--- src/rtl/qpsk_pkg.sv ---
package qpsk_pkg;

    typedef enum logic [0:0] {
        ST_WAIT = 1'b0,
        ST_PLAY = 1'b1
    } play_state_e;

    // phase position of a symbol in eighths of a carrier period
    function automatic int sym_phase_eighths(input int sym);
        case (sym)
            3:       return 1;   // 45 deg
            2:       return 3;   // 135 deg
            0:       return 5;   // 225 deg
            default: return 7;   // 315 deg
        endcase
    endfunction

    // round(amp * cos(2*pi*k/samples + 2*pi*ph8/8)), fixed-point series in Q30
    function automatic int carrier_sample(input int amp, input int samples,
                                          input int ph8, input int k);
        longint two_pi_q30;
        longint units;
        longint n;
        longint quarter;
        longint m;
        longint r;
        longint x;
        longint x2;
        longint tc;
        longint ts;
        longint c;
        longint s;
        longint v;
        longint scaled;
        two_pi_q30 = 64'sd6746518852;
        units      = 8 * longint'(samples);
        quarter    = 2 * longint'(samples);
        n          = (8 * longint'(k) + longint'(ph8) * longint'(samples)) % units;
        m          = n / quarter;
        r          = n % quarter;
        x          = (r * two_pi_q30) / units;
        x2         = (x * x) >>> 30;
        tc         = 64'sd1 <<< 30;
        c          = tc;
        ts         = x;
        s          = ts;
        for (int i = 1; i <= 10; i++) begin
            tc = -((tc * x2) >>> 30) / longint'((2 * i - 1) * (2 * i));
            c  = c + tc;
            ts = -((ts * x2) >>> 30) / longint'((2 * i) * (2 * i + 1));
            s  = s + ts;
        end
        case (m)
            0:       v = c;
            1:       v = -s;
            2:       v = -c;
            default: v = s;
        endcase
        scaled = longint'(amp) * v;
        return int'((scaled + (64'sd1 <<< 29)) >>> 30);
    endfunction

endpackage

--- src/rtl/qpsk_bit_pairer.sv ---
module qpsk_bit_pairer (
    input  logic       clk,
    input  logic       rst_n,
    input  logic       bit_in,
    input  logic       bit_vld,
    input  logic       take,
    output logic [1:0] pend_sym,
    output logic       pend_ok
);

    logic half_q;
    logic first_q;

    always_ff @(posedge clk or negedge rst_n) begin
        if (!rst_n) begin
            half_q   <= 1'b0;
            first_q  <= 1'b0;
            pend_sym <= 2'b00;
            pend_ok  <= 1'b0;
        end else begin
            if (bit_vld && half_q) begin
                pend_sym <= {first_q, bit_in};
                pend_ok  <= 1'b1;
                half_q   <= 1'b0;
            end else begin
                if (bit_vld) begin
                    first_q <= bit_in;
                    half_q  <= 1'b1;
                end
                if (take) begin
                    pend_ok <= 1'b0;
                end
            end
        end
    end

endmodule

--- src/rtl/qpsk_phase_rom.sv ---
module qpsk_phase_rom #(
    parameter int PH8     = 1,
    parameter int SAMPLES = 50,
    parameter int SW      = 9,
    parameter int AMP     = 255,
    localparam int AW     = $clog2(SAMPLES)
) (
    input  logic [AW-1:0]        addr,
    output logic signed [SW-1:0] data
);

    import qpsk_pkg::*;

    logic signed [SW-1:0] words [SAMPLES];

    for (genvar k = 0; k < SAMPLES; k++) begin : g_word
        assign words[k] = SW'(carrier_sample(AMP, SAMPLES, PH8, k));
    end

    assign data = words[addr];

endmodule

--- src/rtl/qpsk_table_bank.sv ---
module qpsk_table_bank #(
    parameter int SAMPLES = 50,
    parameter int SW      = 9,
    parameter int AMP     = 255,
    localparam int AW     = $clog2(SAMPLES),
    localparam int NSYM   = 4
) (
    input  logic [1:0]           sym,
    input  logic [AW-1:0]        addr,
    output logic signed [SW-1:0] data
);

    import qpsk_pkg::*;

    logic signed [SW-1:0] rom_q [NSYM];

    for (genvar s = 0; s < NSYM; s++) begin : g_rom
        qpsk_phase_rom #(
            .PH8     (sym_phase_eighths(s)),
            .SAMPLES (SAMPLES),
            .SW      (SW),
            .AMP     (AMP)
        ) u_rom (
            .addr (addr),
            .data (rom_q[s])
        );
    end

    always_comb begin
        unique case (sym)
            2'b00:   data = rom_q[0];
            2'b01:   data = rom_q[1];
            2'b10:   data = rom_q[2];
            default: data = rom_q[3];
        endcase
    end

endmodule

--- src/rtl/qpsk_rom_modulator.sv ---
module qpsk_rom_modulator #(
    parameter int SAMPLES = 50,
    parameter int SW      = 9,
    parameter int AMP     = 255
) (
    input  logic                 clk,
    input  logic                 rst_n,
    input  logic                 bit_in,
    input  logic                 bit_vld,
    output logic signed [SW-1:0] samp_out,
    output logic                 samp_vld
);

    import qpsk_pkg::*;

    localparam int AW = $clog2(SAMPLES);
    localparam logic [AW-1:0] LAST = AW'(SAMPLES - 1);

    play_state_e          state;
    play_state_e          state_nx;
    logic [1:0]           cur_sym;
    logic [AW-1:0]        rd_addr;
    logic [1:0]           pend_sym;
    logic                 pend_ok;
    logic                 take;
    logic                 at_last;
    logic signed [SW-1:0] rom_q;

    qpsk_bit_pairer u_pair (
        .clk      (clk),
        .rst_n    (rst_n),
        .bit_in   (bit_in),
        .bit_vld  (bit_vld),
        .take     (take),
        .pend_sym (pend_sym),
        .pend_ok  (pend_ok)
    );

    qpsk_table_bank #(
        .SAMPLES (SAMPLES),
        .SW      (SW),
        .AMP     (AMP)
    ) u_bank (
        .sym  (cur_sym),
        .addr (rd_addr),
        .data (rom_q)
    );

    assign at_last = (rd_addr == LAST);

    // next state and symbol hand-over
    always_comb begin
        state_nx = state;
        take     = 1'b0;
        unique case (state)
            ST_WAIT: begin
                if (pend_ok) begin
                    state_nx = ST_PLAY;   // first-pair
                    take     = 1'b1;
                end
            end
            ST_PLAY: begin
                if (at_last && pend_ok) begin
                    take = 1'b1;          // wrap-load
                end
            end
            default: state_nx = ST_WAIT;
        endcase
    end

    // state register, symbol and sample counter
    always_ff @(posedge clk or negedge rst_n) begin
        if (!rst_n) begin
            state   <= ST_WAIT;
            cur_sym <= 2'b00;
            rd_addr <= '0;
        end else begin
            state <= state_nx;
            if (take) begin
                cur_sym <= pend_sym;
            end
            if (state == ST_PLAY) begin
                rd_addr <= at_last ? '0 : rd_addr + 1'b1;
            end else begin
                rd_addr <= '0;
            end
        end
    end

    // outputs
    always_comb begin
        unique case (state)
            ST_PLAY: begin
                samp_vld = 1'b1;
                samp_out = rom_q;
            end
            default: begin
                samp_vld = 1'b0;
                samp_out = '0;
            end
        endcase
    end

endmodule

--- config.mk ---
export PLATFORM = sky130hd
export DESIGN_NAME = qpsk_rom_modulator
export DESIGN_NICKNAME = d
export VERILOG_FILES = /design/src/rtl/qpsk_pkg.sv /design/src/rtl/qpsk_bit_pairer.sv /design/src/rtl/qpsk_phase_rom.sv /design/src/rtl/qpsk_table_bank.sv /design/src/rtl/qpsk_rom_modulator.sv
export SDC_FILE = /design/constraint.sdc
export NUM_CORES = 1
export LEC_CHECK = 0
export ABC_AREA = 1
export BUFFER_PORTS_ARGS = -buffer_cell sky130_fd_sc_hd__buf_2
export CAP_MARGIN = 20
export CELL_PAD_IN_SITES_DETAIL_PLACEMENT = 1
export CELL_PAD_IN_SITES_GLOBAL_PLACEMENT = 1
export CORE_MARGIN = 4
export CORE_UTILIZATION = 37
export CTS_CLUSTER_DIAMETER = 120
export DETAILED_ROUTE_END_ITERATION = 8
export PLACE_DENSITY_LB_ADDON = 0.1
export SETUP_SLACK_MARGIN = 0.05
export SYNTH_ARGS = -nofsm -noshare
export SYNTH_HDL_FRONTEND = slang
export SYNTH_SLANG_ARGS = --single-unit
--- constraint.sdc ---
create_clock -name clk -period 2.6 [get_ports clk]
set_input_delay 0 -clock clk [delete_from_list [all_inputs] [get_ports clk]]
set_output_delay 0 -clock clk [all_outputs]
set_load 0.01 [all_outputs]
# == Word-level counts from Yosys, hierarchy flattened ==
# Memories as Yosys holds them, arrays and structs flattened.
# Cells that the tools add are included.
# totals
register_bits,14
mem_bits_ro,2304
input_bits,4
output_inout_bits,10
elab_cells,46
n_memories,4
# classes
n_addsub,1
n_lt_le_gt_ge,1
n_eq_ne,3
n_mux,21
bitwise_logic,3
reduce_logical,6
# mem_list
memory,words,word_bits,rd,rd_clocked_by_memory_dff,wr,line_no,text
(name not given),64,9,1,0,0,qpsk_phase_rom.sv:20,assign data = words[addr];
(name not given),64,9,1,0,0,qpsk_phase_rom.sv:20,
(name not given),64,9,1,0,0,qpsk_phase_rom.sv:20,
(name not given),64,9,1,0,0,qpsk_phase_rom.sv:20,
# ops
operator,count
9-bit 2-to-1 mux,9
9-bit case mux with 3 select lines,1
6-bit 2-to-1 mux,2
1-bit 2-to-1 mux,8
"7-bit >= comparator, second input constant",1
6-bit inverter with 7-bit output,1
"6-bit by 1-bit adder with 6-bit output, second input constant",1
"6-bit == test, second input constant",1
2-bit nonzero test,2
"2-bit by 1-bit == test with 1-bit output, second input constant",1
"2-bit == test, second input constant",1
1-bit logical AND,2
2-bit logical NOT,1
1-bit inverter,2
1-bit case mux with 2 select lines,1
2-bit AND reduction,1

# == Depth between registers and ports, before layout ==
# depth
word_depth,6
depth_mapped,15
depth_no_buf,14

# == Cells and area by module ==
# From an unflattened synthesis, not the netlist that was laid out.
# hier_totals
hier_cells,706
area_unflattened_um2,3913.8
# by_module_without_submodules
mod,instances,cells_per_inst,area_each_um2,seq_area_each_um2
qpsk_phase_rom at u_bank.g_rom[3].u_rom,1,145,779.5,0.0
qpsk_phase_rom at u_bank.g_rom[1].u_rom,1,143,737.0,0.0
qpsk_phase_rom at u_bank.g_rom[2].u_rom,1,148,725.7,0.0
qpsk_phase_rom at u_bank.g_rom[0].u_rom,1,132,685.7,0.0
qpsk_rom_modulator,1,66,509.2,225.2
qpsk_table_bank,1,52,285.3,0.0
qpsk_bit_pairer,1,20,191.4,125.1

# == Worst setup path before layout ==
# Ideal clock, no wire load.
# synth_path
path_type,register to output
start,reg rd_addr[0]
end,out samp_out[6]
arrival_ns,2.001
required_time_ns,2.600
slack_ns,0.599
path_stages_with_launch,13
path_buffers,1
path_cell_list,dfrtp_1 -> clkbuf_2 -> inv_1 -> ha_1 -> nand2_1 -> nand2_1 -> a21oi_1 -> nand2_1 -> nand3_1 -> nand2_1 -> nand2_1 -> nand2_1 -> nor2_1
# synth_between
elab_chain_len,6
elab_cells_between_ends,15
# synth_lines
element,line_no,text
from (decl),qpsk_rom_modulator.sv:22,logic [AW-1:0] rd_addr;
from (signal assigned),qpsk_rom_modulator.sv:83,rd_addr <= at_last ? '0 : rd_addr + 1'b1;
6-bit inverter with 7-bit output (not written as such) (*),qpsk_phase_rom.sv:20,
memory read 64 x 9 bit,-,
9-bit 2-to-1 mux (not written as such) (2 in series),qpsk_phase_rom.sv:20,
9-bit case mux with 3 select lines (*),qpsk_table_bank.sv:30,unique case (sym)
9-bit 2-to-1 mux (*),qpsk_rom_modulator.sv:92,unique case (state)
to (decl),qpsk_rom_modulator.sv:10,"output logic signed [SW-1:0] samp_out,"
# Mark *: on every way between the ends. The rest lies on a longest branch, timed or not. The select of a mux whose other input is x is not followed.

# == Worst setup path after layout ==
# layout_path
start,reg rd_addr[0]
end,out samp_out[5]
# The elaborated chain is that of the path after synthesis.

==> flow_metrics.tcl <==
set metrics [dict create \
    seq_area_frac_synth 0.1231 \
    ios 14 \
    via_count 3919 \
    p_leak_uw 0.001623 \
    numCtsBuffers 3 \
    synthTopCellsByCount "nand2_1 (218), nand3_1 (69), nor2_1 (57)" \
    totalPowerFinal_uw 471.8 \
    cpPeakStageDelay_ns 0.46 \
    synth_area_per_cell_um2 5.164 \
    ir_drop_uv 416.3 \
    critical-path-top-delay-family "buffers and inverters" \
    route.met2.wl_um 6154 \
    grtUsageTotal 0.3182 \
    yosysWarnings 0 \
    synthDistinctLibCells 29 \
    drt-met1-wl_um 5855 \
    setup-violations-final 0 \
    clkSlewWorstSetupHoldPaths_ns 0.05 \
    cap_violations 0 \
    grt-ovfl-total 0 \
    finalSetupTns_ns 0 \
    period_minus_slack_ns 2.381 \
    cts_setup_buffers 0 \
    yosys.area.top_type "nand2_1" \
    grt_pass1_wl_um 21710 \
    syn_inst 551 \
    detail-route-antenna-nets 0 \
    diodes 0 \
    top_layer "met4" \
    nNetsFinal 586 \
    cts-root-buf "clkbuf_8" \
    wl_um 13990 \
    synth_area_leaders "nand2_1 (29%), dfrtp_1 (12%), nand3_1 (12%)" \
    gp_congestion 0.9851 \
    skew_ns 0.003762 \
    wl_met3_um 1000 \
    critical_path_class "flop to output pin" \
    drv_slew 0 \
    regArea_um2 351.6 \
    num_rows 31 \
    clkLatencyLatePin_ns 0.24 \
    yosysMostFrequentCell "nand2_1" \
    outcome "finished clean" \
    antenna_found_initial 0 \
    grt_max_degree 38 \
    power.density_mw_per_mm2 149.6 \
    io_buffers 13 \
    fmax_mhz 420.0 \
    multi_input_area_mm2 0.002251 \
    hold_viol 0 \
    syn_to_final_growth_pct 10.86 \
    fp.dieW_um 95.69 \
    endpoint_kind "output pin" \
    crit_path_cell_trace "inv_1 > buf_4 > ha_2 > inv_1 > nand2_1 > inv_1 > o21ai_0 > o211ai_1 > nand2_1 > nand2_1 > nor2_1 > buf_2" \
    drt_first_pass_iters 7 \
    rsz0062_at_grt "yes" \
    fp.dieH_um 95.69 \
    cts_tree "yes" \
    synthArstFlopShare 1.000 \
    hpwl_um 10680 \
    grt_pass1_vias 3944 \
    fin_crit_sh 0.9158 \
    synth_ff_type "dfrtp_1" \
    critical_path_required_ns 2.60 \
    cts_buffer_depth 2 \
    hold_path.class "input pin to flop" \
    synthesis.nets 575 \
    syn_area_mm2 0.002845 \
    avgViaCountPerCell 5.947 \
    yosys_register_bits 14 \
    cp-start-kind "flop" \
    drc 0 \
    drive_above_1_share 0.1000 \
    initial_core_util 0.3861 \
    cp_slowest_cell "dfrtp_2" \
    drt-initial-drc-count 426 \
    synth_top_area_share 0.2876 \
    core_mm2 0.007370 \
    synth_enable_flop_cells 0 \
    drt-wirelength-per-cell_um 21.23 \
    worst-path-buf-inv 5 \
    dieArea_mm2 0.009157 \
    nFillCells 1086 \
    maxSlewHeadroom 0.6693 \
    worstMarginPinSlew_ns 0.4961 \
    cts.sinks 14 \
    critPathMaxFanout 9 \
    crit_arrival_ns 2.38 \
    h-tree-depth 1 \
]
## flip-flops by register name, summed over array words and instances, names as in the netlist
| name | cells |
|---|---|
| rd_addr | 6 |
| state | 1 |
| u_pair.half_q | 1 |
| cur_sym | 2 |
| u_pair.first_q | 1 |
| u_pair.pend_sym | 2 |
| u_pair.pend_ok | 1 |
## path summary, 6_finish.rpt
path | start | endpoint | slack (ns) | cells after the start
hold / removal | bit_in | u_pair.first_q$_DFFE_PN0P_ | 0.02 | 3
hold reg to reg | u_pair.half_q$_DFFE_PN0P_ | u_pair.half_q$_DFFE_PN0P_ | 0.47 | 1
setup reg to reg | rd_addr[1]$_DFF_PN0_ | cur_sym[1]$_DFFE_PN0P_ | 0.73 | 8
setup / recovery | rd_addr[0]$_DFF_PN0_ | samp_out[5] | 0.22 | 12
min in group asynchronous | rst_n | u_pair.pend_ok$_DFFE_PN0P_ | 0.20 | 2
max in group asynchronous | rst_n | rd_addr[0]$_DFF_PN0_ | 2.14 | 2
## cells by family after synthesis
group                    share of synthesized area
flip-flops                                  0.1231
adder cells (fa/ha/maj)                    0.08795
XOR/XNOR                                  0.009237
multiplexers                              0.003958
AND/OR/NAND/NOR                             0.5057
AO/OA/AOI/OAI                               0.1715
buffers and inverters                      0.09850
## routing by layer
layer / vias up / track usage
met2: 200 / 0.5049
met5: - / 0
li1: 1799 / -
met4: 0 / 0.2002
met3: 59 / 0.03909
met1: 1861 / 0.4073
## repair_timing
| action | in CTS | in global routing |
|---|---|---|
| cloned | 0 | 0 |
| hold endpoints to repair | 16 | 0 |
| resized for setup | 2 | 12 |
| hold buffers | 2 | 0 |
| endpoints found under the setup margin | 3 | 7 |
## area by class of cell
type | count | area share
Sequential cell | 14 | 0.1115
Tap cell | 99 | 0.03927
Multi-Input combinational cell | 471 | 0.7136
Clock buffer | 3 | 0.01309
Timing Repair Buffer | 34 | 0.07735
Inverter | 38 | 0.04522
## metrics by stage
step	cell area [µm²]	instances	hold slack (ns)	setup WS (ns)	util
2_1_floorplan	2845	551	-0.2956	0.5988	-
3_3_place_gp	3052	654	-0.09286	0.2746	0.4141
3_5_place_dp	3052	654	-0.09088	0.2615	0.4141
4_1_cts	3119	659	0.02136	0.07351	0.4233
5_1_grt	3154	659	0.05492	0.02906	0.4280
6_report	3154	659	0.02441	0.2189	0.4280
## worst register-to-register path: cells and delay by family, from the launching register on
family                   cells  cell delay [ns]
AND/OR/NAND/NOR              3             0.44
AO/OA/AOI/OAI                2             0.40
flip-flops                   1             0.39
adder cells (fa/ha/maj)      1             0.27
buffers and inverters        2             0.26
## cell usage in the layout (no fill, tap or decap), types with 2 or more instances in the layout
cell and n:
buf_2 13, o211ai_1 3, buf_4 17, dfrtp_1 13, nor2_1 56, clkbuf_8 3
dlygate4sd3_1 2, nand2_1 216, xor2_1 3, or2_2 2, nand2_2 3, ha_1 17
a31oi_1 2, inv_1 34, a21oi_1 43, o21ai_0 39, nand3_1 68, ha_2 3
inv_2 3, a21oi_2 3
## where the power goes
| part | internal (µW) | leakage (µW) | total [µW] | switching, µW |
|---|---|---|---|---|
| combinational | 21.2 | 0.00144 | 41.8 | 20.6 |
| clock | 102 | 0.0000216 | 169 | 67.2 |
| sequential | 246 | 0.000164 | 261 | 15.0 |
| total | 369 | 0.00162 | 472 | 103 |
Power figures use the tool's default switching activity.
